### src/rtl/cfgsec_pkg.sv
`timescale 1ns/1ps
package cfgsec_pkg;

    typedef enum logic [2:0] {
        PH_IDLE     = 3'd0,
        PH_CLR_PRE  = 3'd1,
        PH_LOAD     = 3'd2,
        PH_CHECK    = 3'd3,
        PH_RUN      = 3'd4,
        PH_CLR_POST = 3'd5,
        PH_ZERO     = 3'd6
    } phase_e;

    // Outcome of the request gate for one cycle
    typedef struct packed {
        logic deny;
        logic rb_ok;
        logic pr_ok;
        logic load_ok;
        logic key_ok;
    } verdict_t;

endpackage

### src/rtl/cfgsec_wiper.sv
`timescale 1ns/1ps
// Frame sweep counter: one frame address per cycle while run is high.
module cfgsec_wiper #(
    parameter int FRAMES = 16,
    localparam int AW = $clog2(FRAMES)
) (
    input  logic          clk,
    input  logic          rst_n,
    input  logic          run,
    output logic [AW-1:0] addr,
    output logic          last
);
    localparam logic [AW-1:0] LAST_FRAME = AW'(FRAMES - 1);

    logic [AW-1:0] cnt_d, cnt_q;

    always_comb begin
        cnt_d = '0;
        if (run) begin
            cnt_d = (cnt_q == LAST_FRAME) ? '0 : cnt_q + 1'b1;
        end
    end

    always_ff @(posedge clk or negedge rst_n) begin
        if (!rst_n) cnt_q <= '0;
        else        cnt_q <= cnt_d;
    end

    assign addr = cnt_q;
    assign last = run && (cnt_q == LAST_FRAME);


    wipe_from_zero_chk: assert property (@(posedge clk) disable iff (!rst_n)
        $rose(run) |-> cnt_q == '0);


    wipe_step_chk: assert property (@(posedge clk) disable iff (!rst_n)
        (run && $past(run) && $past(cnt_q) != LAST_FRAME) |-> cnt_q == $past(cnt_q) + 1'b1);

endmodule

### src/rtl/cfgsec_keyreg.sv
`timescale 1ns/1ps
// Clearable key storage; a clear request beats a write in the same cycle.
module cfgsec_keyreg #(
    parameter int KEY_W = 64
) (
    input  logic             clk,
    input  logic             rst_n,
    input  logic             wr,
    input  logic [KEY_W-1:0] wdata,
    input  logic             clr,
    output logic [KEY_W-1:0] key,
    output logic             set
);
    logic [KEY_W-1:0] key_d, key_q;
    logic             set_d, set_q;

    always_comb begin
        key_d = key_q;
        set_d = set_q;
        if (clr) begin
            key_d = '0;
            set_d = 1'b0;
        end else if (wr) begin
            key_d = wdata;
            set_d = 1'b1;
        end
    end

    always_ff @(posedge clk or negedge rst_n) begin
        if (!rst_n) begin
            key_q <= '0;
            set_q <= 1'b0;
        end else begin
            key_q <= key_d;
            set_q <= set_d;
        end
    end

    assign key = key_q;
    assign set = set_q;

endmodule

### src/rtl/cfgsec_policy.sv
`timescale 1ns/1ps
// Request gate: decides which requests are legal in the present phase.
module cfgsec_policy
    import cfgsec_pkg::*;
(
    input  phase_e   ph,
    input  logic     enc,
    input  logic     load_req,
    input  logic     rb_req,
    input  logic     pr_req,
    input  logic     udec_req,
    input  logic     key_wr,
    output verdict_t vd
);
    logic in_run, in_idle, plain_run;

    always_comb begin
        in_run    = (ph == PH_RUN);
        in_idle   = (ph == PH_IDLE);
        plain_run = in_run && !enc;

        vd.rb_ok   = rb_req && plain_run;
        vd.pr_ok   = pr_req && plain_run;
        vd.load_ok = load_req && (in_idle || plain_run);
        vd.key_ok  = key_wr && in_idle;
        vd.deny    = (rb_req   && !vd.rb_ok)
                  || (pr_req   && !vd.pr_ok)
                  || (load_req && !vd.load_ok)
                  || (key_wr   && !vd.key_ok)
                  || udec_req;
    end

endmodule

### src/rtl/cfgsec_ctrl.sv
`timescale 1ns/1ps
module cfgsec_ctrl
    import cfgsec_pkg::*;
#(
    parameter int FRAMES  = 16,
    parameter int FRAME_W = 32,
    parameter int KEY_W   = 64,
    localparam int AW = $clog2(FRAMES)
) (
    input  logic               clk,
    input  logic               rst_n,
    input  logic               load_req,
    input  logic               load_enc,
    input  logic               strm_valid,
    input  logic               strm_last,
    input  logic [FRAME_W-1:0] strm_data,
    input  logic               chk_done,
    input  logic               chk_ok,
    input  logic               rb_req,
    input  logic               pr_req,
    input  logic               udec_req,
    input  logic               cfg_abandon,
    input  logic               key_wr,
    input  logic [KEY_W-1:0]   key_wdata,
    input  logic               key_rd_req,
    output logic               mem_we,
    output logic [AW-1:0]      mem_addr,
    output logic [FRAME_W-1:0] mem_wdata,
    output logic               clear_done,
    output logic               dec_en,
    output logic [KEY_W-1:0]   dec_key,
    output logic               rb_gnt,
    output logic               pr_gnt,
    output logic               deny,
    output logic               enc_mode,
    output logic               key_set,
    output logic [2:0]         phase
);
    localparam logic [AW-1:0] LAST_FRAME = AW'(FRAMES - 1);

    typedef struct packed {
        phase_e        ph;
        logic          enc;   // configuration in memory came encrypted
        logic          pend;  // encryption of the load being prepared
        logic [AW-1:0] ld;    // next load frame address
        logic          deny;
        logic          rbg;
        logic          prg;
    } ctl_t;

    ctl_t      r_q, r_d;
    verdict_t  vd;
    logic      wipe_run, wipe_last, zz;
    logic [AW-1:0]    wipe_addr;
    logic [KEY_W-1:0] key_val;

    cfgsec_policy u_policy (
        .ph       (r_q.ph),
        .enc      (r_q.enc),
        .load_req (load_req),
        .rb_req   (rb_req),
        .pr_req   (pr_req),
        .udec_req (udec_req),
        .key_wr   (key_wr),
        .vd       (vd)
    );

    assign wipe_run = (r_q.ph == PH_CLR_PRE) || (r_q.ph == PH_CLR_POST);

    cfgsec_wiper #(.FRAMES(FRAMES)) u_wiper (
        .clk   (clk),
        .rst_n (rst_n),
        .run   (wipe_run),
        .addr  (wipe_addr),
        .last  (wipe_last)
    );

    // Security event: key access attempt or rejected integrity verdict
    assign zz = key_rd_req || (r_q.ph == PH_CHECK && chk_done && !chk_ok);

    cfgsec_keyreg #(.KEY_W(KEY_W)) u_key (
        .clk   (clk),
        .rst_n (rst_n),
        .wr    (vd.key_ok),
        .wdata (key_wdata),
        .clr   (zz),
        .key   (key_val),
        .set   (key_set)
    );

    always_comb begin
        r_d      = r_q;
        r_d.deny = vd.deny;
        r_d.rbg  = vd.rb_ok;
        r_d.prg  = vd.pr_ok;
        case (r_q.ph)
            PH_IDLE: begin
                if (vd.load_ok) begin
                    r_d.pend = load_enc;
                    r_d.ld   = '0;
                    r_d.ph   = load_enc ? PH_CLR_PRE : PH_LOAD;
                    if (!load_enc) r_d.enc = 1'b0;
                end
            end
            PH_CLR_PRE: begin
                if (wipe_last) begin
                    r_d.ph  = PH_LOAD;
                    r_d.enc = r_q.pend;
                    r_d.ld  = '0;
                end
            end
            PH_LOAD: begin
                if (strm_valid) begin
                    r_d.ld = (r_q.ld == LAST_FRAME) ? '0 : r_q.ld + 1'b1;
                    if (strm_last) r_d.ph = r_q.enc ? PH_CHECK : PH_RUN;
                end
            end
            PH_CHECK: begin
                if (chk_done && chk_ok) r_d.ph = PH_RUN;
            end
            PH_RUN: begin
                if (cfg_abandon) begin
                    r_d.ph = r_q.enc ? PH_CLR_POST : PH_IDLE;
                end else if (vd.load_ok) begin
                    r_d.pend = load_enc;
                    r_d.ld   = '0;
                    r_d.ph   = load_enc ? PH_CLR_PRE : PH_LOAD;
                end
            end
            PH_CLR_POST: begin
                if (wipe_last) begin
                    r_d.ph  = PH_IDLE;
                    r_d.enc = 1'b0;
                end
            end
            PH_ZERO: r_d.ph = PH_CLR_POST;
            default: r_d.ph = PH_IDLE;
        endcase
        if (zz) r_d.ph = PH_ZERO;
    end

    always_ff @(posedge clk or negedge rst_n) begin
        if (!rst_n) begin
            r_q <= '{ph: PH_IDLE, enc: 1'b0, pend: 1'b0, ld: '0,
                     deny: 1'b0, rbg: 1'b0, prg: 1'b0};
        end else begin
            r_q <= r_d;
        end
    end

    // Configuration memory port: a wipe overrides stream frames
    always_comb begin
        mem_we    = 1'b0;
        mem_addr  = '0;
        mem_wdata = '0;
        if (wipe_run) begin
            mem_we   = 1'b1;
            mem_addr = wipe_addr;
        end else if (r_q.ph == PH_LOAD && strm_valid) begin
            mem_we    = 1'b1;
            mem_addr  = r_q.ld;
            mem_wdata = strm_data;
        end
    end

    assign clear_done = wipe_last;
    assign dec_en     = (r_q.ph == PH_LOAD) && r_q.enc;
    assign dec_key    = dec_en ? key_val : '0;
    assign rb_gnt     = r_q.rbg;
    assign pr_gnt     = r_q.prg;
    assign deny       = r_q.deny;
    assign enc_mode   = r_q.enc;
    assign phase      = r_q.ph;


    key_grab_chk: assert property (@(posedge clk) disable iff (!rst_n)
        key_rd_req |=> r_q.ph == PH_ZERO);


    zero_then_wipe_chk: assert property (@(posedge clk) disable iff (!rst_n)
        (r_q.ph == PH_ZERO && !key_rd_req) |=> r_q.ph == PH_CLR_POST);


    key_gone_chk: assert property (@(posedge clk) disable iff (!rst_n)
        r_q.ph == PH_ZERO |-> !key_set);


    check_enc_chk: assert property (@(posedge clk) disable iff (!rst_n)
        r_q.ph == PH_CHECK |-> r_q.enc);


    grant_plain_chk: assert property (@(posedge clk) disable iff (!rst_n)
        (r_q.rbg || r_q.prg) |-> !r_q.enc);


    key_idle_chk: assert property (@(posedge clk) disable iff (!rst_n)
        $rose(key_set) |-> $past(r_q.ph) == PH_IDLE);

endmodule

### config.mk
export PLATFORM = sky130hd
export DESIGN_NAME = cfgsec_ctrl
export DESIGN_NICKNAME = d
export VERILOG_FILES = /design/src/rtl/cfgsec_pkg.sv /design/src/rtl/cfgsec_wiper.sv /design/src/rtl/cfgsec_keyreg.sv /design/src/rtl/cfgsec_policy.sv /design/src/rtl/cfgsec_ctrl.sv
export SDC_FILE = /design/constraint.sdc
export NUM_CORES = 1
export LEC_CHECK = 0
export ABC_AREA = 1
export BUFFER_PORTS_ARGS = -buffer_cell sky130_fd_sc_hd__buf_2
export CELL_PAD_IN_SITES_DETAIL_PLACEMENT = 0
export CELL_PAD_IN_SITES_GLOBAL_PLACEMENT = 1
export CORE_MARGIN = 4
export CORE_UTILIZATION = 34
export CTS_CLUSTER_DIAMETER = 30
export DETAILED_ROUTE_END_ITERATION = 7
export HOLD_SLACK_MARGIN = 0.03
export PLACE_DENSITY = 0.91
export SETUP_SLACK_MARGIN = 0.02
export SLEW_MARGIN = 20
export SYNTH_ARGS = -nofsm -noshare
export SYNTH_HDL_FRONTEND = slang
export SYNTH_SLANG_ARGS = --single-unit
### constraint.sdc
create_clock -name clk -period 3.8 [get_ports clk]
set_clock_uncertainty 0.2 [all_clocks]
set_input_delay 0.76 -clock clk [delete_from_list [all_inputs] [get_ports clk]]
set_output_delay 0.76 -clock clk [all_outputs]
set_load 0.1 [all_outputs]
==> key figures <==
Placed design
  • IO buf count: 220
  • Placed Cells: 932
  • DPL Wire Length: 8899 um
  • GP Congestion: 0.7981

Run
  • Max-cap violations: 0

Setup path
  • Startpoint Class: register
  • Critical Path, Cell by Cell: inv_2 -> nand2_1 -> nor2_2 -> nand2_2 -> buf_12 -> nor2_1 -> buf_2
  • WP data required: 2.84 ns
  • Worst-path maximum fanout: 51
  • Data arrival, critical path: 2.25 ns
  • Crit path buf inv count: 3
  • Cell family with most CP delay: buffers and inverters
  • Crit path kind: reg -> out
  • CP peak stage delay: 0.47 ns
  • CP max-delay cell: dfrtp_1
  • Crit end category: output pin

Clock network
  • CTS tree: done
  • Clk_lat worst skew: 0.34 ns
  • Reg clk slew, reported paths: 0.06 ns
  • Clock Tree Buf Depth: 2
  • CTS Buf Count: 9
  • CTS root buffer: clkbuf_16
  • Setup Buffers After CTS: 0
  • Post-CTS Resized: 0
  • CTS Sinks: 81
  • Post-CTS Hold Buffers: 0
  • CTS H-tree depth: 3

STA
  • Final Cycle Share: 84.39%
  • # setup viols final: 0
  • RSZ-0062 raised after global routing: false
  • Final TNS setup: 0 ns
  • Pins Over Slew Limit: 0
  • Final worst path period need: 3.207 ns
  • Worst-margin pin slew: 0.7304 ns
  • Max Clk Rate: 311.8 MHz
  • Rel. slew slack: 51.31%
  • Final hold vios: 0

Synthesis
  • Synthesized Nets: 685
  • Synth area leaders: dfrtp_1 47%, nand3_1 9.9%, inv_1 9.9%
  • Post-synthesis cell type count: 27
  • Post-synthesis cell count: 573
  • Syn_area_per_cell: 7.488 sq um
  • Post-synthesis sequential element count: 81
  • Yosys top cell area share: 47.24%
  • Mapped Area: 4290 sq um
  • Post-synthesis sequential area ratio: 47.24%
  • Yosys warns: 0
  • Yosys top cell by area: dfrtp_1

Pwr
  • Sequential share of power: 32.0%
  • Clk pwr share: 28.8%
  • Pleak: 0.003296 uW
  • Sw power: 1483 uW
  • Sw Share: 43.46%
  • Internal: 1929 uW
  • Logic gate share of total power: 39.2%
  • Worst ir drop on vdd: 0.0003717 V
  • P per Cell Area: 592.2 nW/um^2

Routing
  • Pre-antenna DRT Iters: 5
  • DRC viols: 0
  • Final WL: 12160 um
  • Antenna Nets Post-Route: 0
  • Initial DRC count: 225
  • Routed via count: 4222
  • Vias/cell: 4.458
  • Routed WL per cell: 12.84 um

Die
  • Initial core utilization: 35.28%
  • DIE WIDTH: 120.3 um
  • DIE AREA: 14480 sq um
  • Die Height: 120.3 um
  • Ports: 221
  • Std-Cell Rows: 40
  • Area of the core: 12160 sq um

Finish
  • Area growth syn-to-layout: 34.30%
  • NumNets Final: 887
  • Commonest non-fill, non-tap cells in the layout: 219 x buf_2, 113 x inv_1, 113 x nor2_1
  • Commonest non-fill, non-tap cell in the layout: buf_2
  • FILL cells: 1268
  • Multi-input logic area: 1575 sq um
  • Diodes inserted: 0
  • Register area: 2027 sq um
  • Post-Layout Cell Count: 947
  • Layout cell share with drive strength beyond 1: 31.96%

Global route
  • Met3 usage: 4.116%
  • Met2 Use GR: 26.10%
  • Largest net degree at the start of global routing: 82
  • M1 GR Usage: 22.70%
  • Top Usage Layer GRT: met2
  • Total grt overflow: 0
  • Vias in the first global route: 4055
  • Antenna violations before repair: 0
  • GRT Util Overall: 16.50%
  • First-pass GRT wire length: 19560 um

Hold path
  • HP Class: in -> async

Outcome
  • Run status: finished clean
-- power by group through the flow --
stage                     Sequential [uW]  Clock (uW)  Combinational [uW]
after floorplan                      1170           0                1040
after global placement               1100           0                1340
after detailed placement             1110           0                1340
after CTS                            1090        1010                1350
after global routing                 1110        1050                1450
final                                1090         984                1340
-- kinds of logic (layout without fill, tap and decap cells) --
| group | count (synthesis) | after routing | share of synthesized area (%) |
|---|---|---|---|
| compound gates | 80 | 80 | 9.770 |
| xor+xnor | 2 | 2 | 0.4084 |
| fa+ha+maj | 2 | 2 | 0.5832 |
| simple gates | 256 | 256 | 25.72 |
| buf+inv | 152 | 358 | 16.27 |
| flops | 81 | 81 | 47.24 |
-- layout make-up --
cell class,count,area share [%]
tap,168,3.648
multi-input combinational,340,27.34
clock buffer,10,3.974
inverter,117,7.622
timing repair buffer,226,20.43
clock inverter,5,1.802
sequential,81,35.18
-- synthesized netlist by cell type (all sizes together) --
library cell and instances:
nor2 117, inv 115, nand3 85, dfrtp 81, o21ai 74, nand2 45
buf 32, a21oi 4, nor3 4, clkbuf 3, clkinv 2, ha 2
nand3b 2, xor2 2, a21boi 1, a32o 1, and2 1, nand4 1
nor3b 1
-- per-stage QoR --
stage               setup WS [ns]  total power (uW)  hold WS, ns  area (sq um)  utilization [%]
floorplan                  0.1386              2209       0.2518          4290                -
global placement           0.9619              2440       0.2832          5425            44.61
detailed placement         0.9508              2447       0.2926          5425            44.61
CTS                        0.5759              3450       0.3014          5758            47.35
global route               0.4309              3614       0.3201          5762            47.38
finish                     0.5932              3412       0.2647          5762            47.38
-- flip-flops by register name (all words and copies together) (netlist names) --
name	flops
deny	1
enc_mode	1
phase	3
pr_gnt	1
r_q	5
rb_gnt	1
u_key.key	64
u_key.set	1
u_wiper.addr	4
-- routing by layer --
layer	share of wire, %	vias to the layer above
li1	-	2171
met1	45	1867
met2	45	167
met3	7.9	17
met4	1.4	0
met5	0	-
-- final timing paths --
| kind | start | endpoint | slack (ns) | cells after the start |
|---|---|---|---|---|
| max | phase[2]$_DFFE_PN0P_ | dec_key[49] | 0.59 | 7 |
| min | rst_n | u_key.key[28]$_DFFE_PN0P_ | 0.26 | 1 |
| max reg2reg | phase[0]$_DFFE_PN0P_ | u_key.key[37]$_DFFE_PN0P_ | 1.31 | 8 |
| min reg2reg | r_q[7]$_DFFE_PN0P_ | r_q[7]$_DFFE_PN0P_ | 0.31 | 2 |
| max in group asynchronous | rst_n | rb_gnt$_DFF_PN0_ | 2.65 | 1 |
| min in group clk | r_q[7]$_DFFE_PN0P_ | r_q[7]$_DFFE_PN0P_ | 0.31 | 2 |
Note: power is estimated with default switching activity, not from simulation.
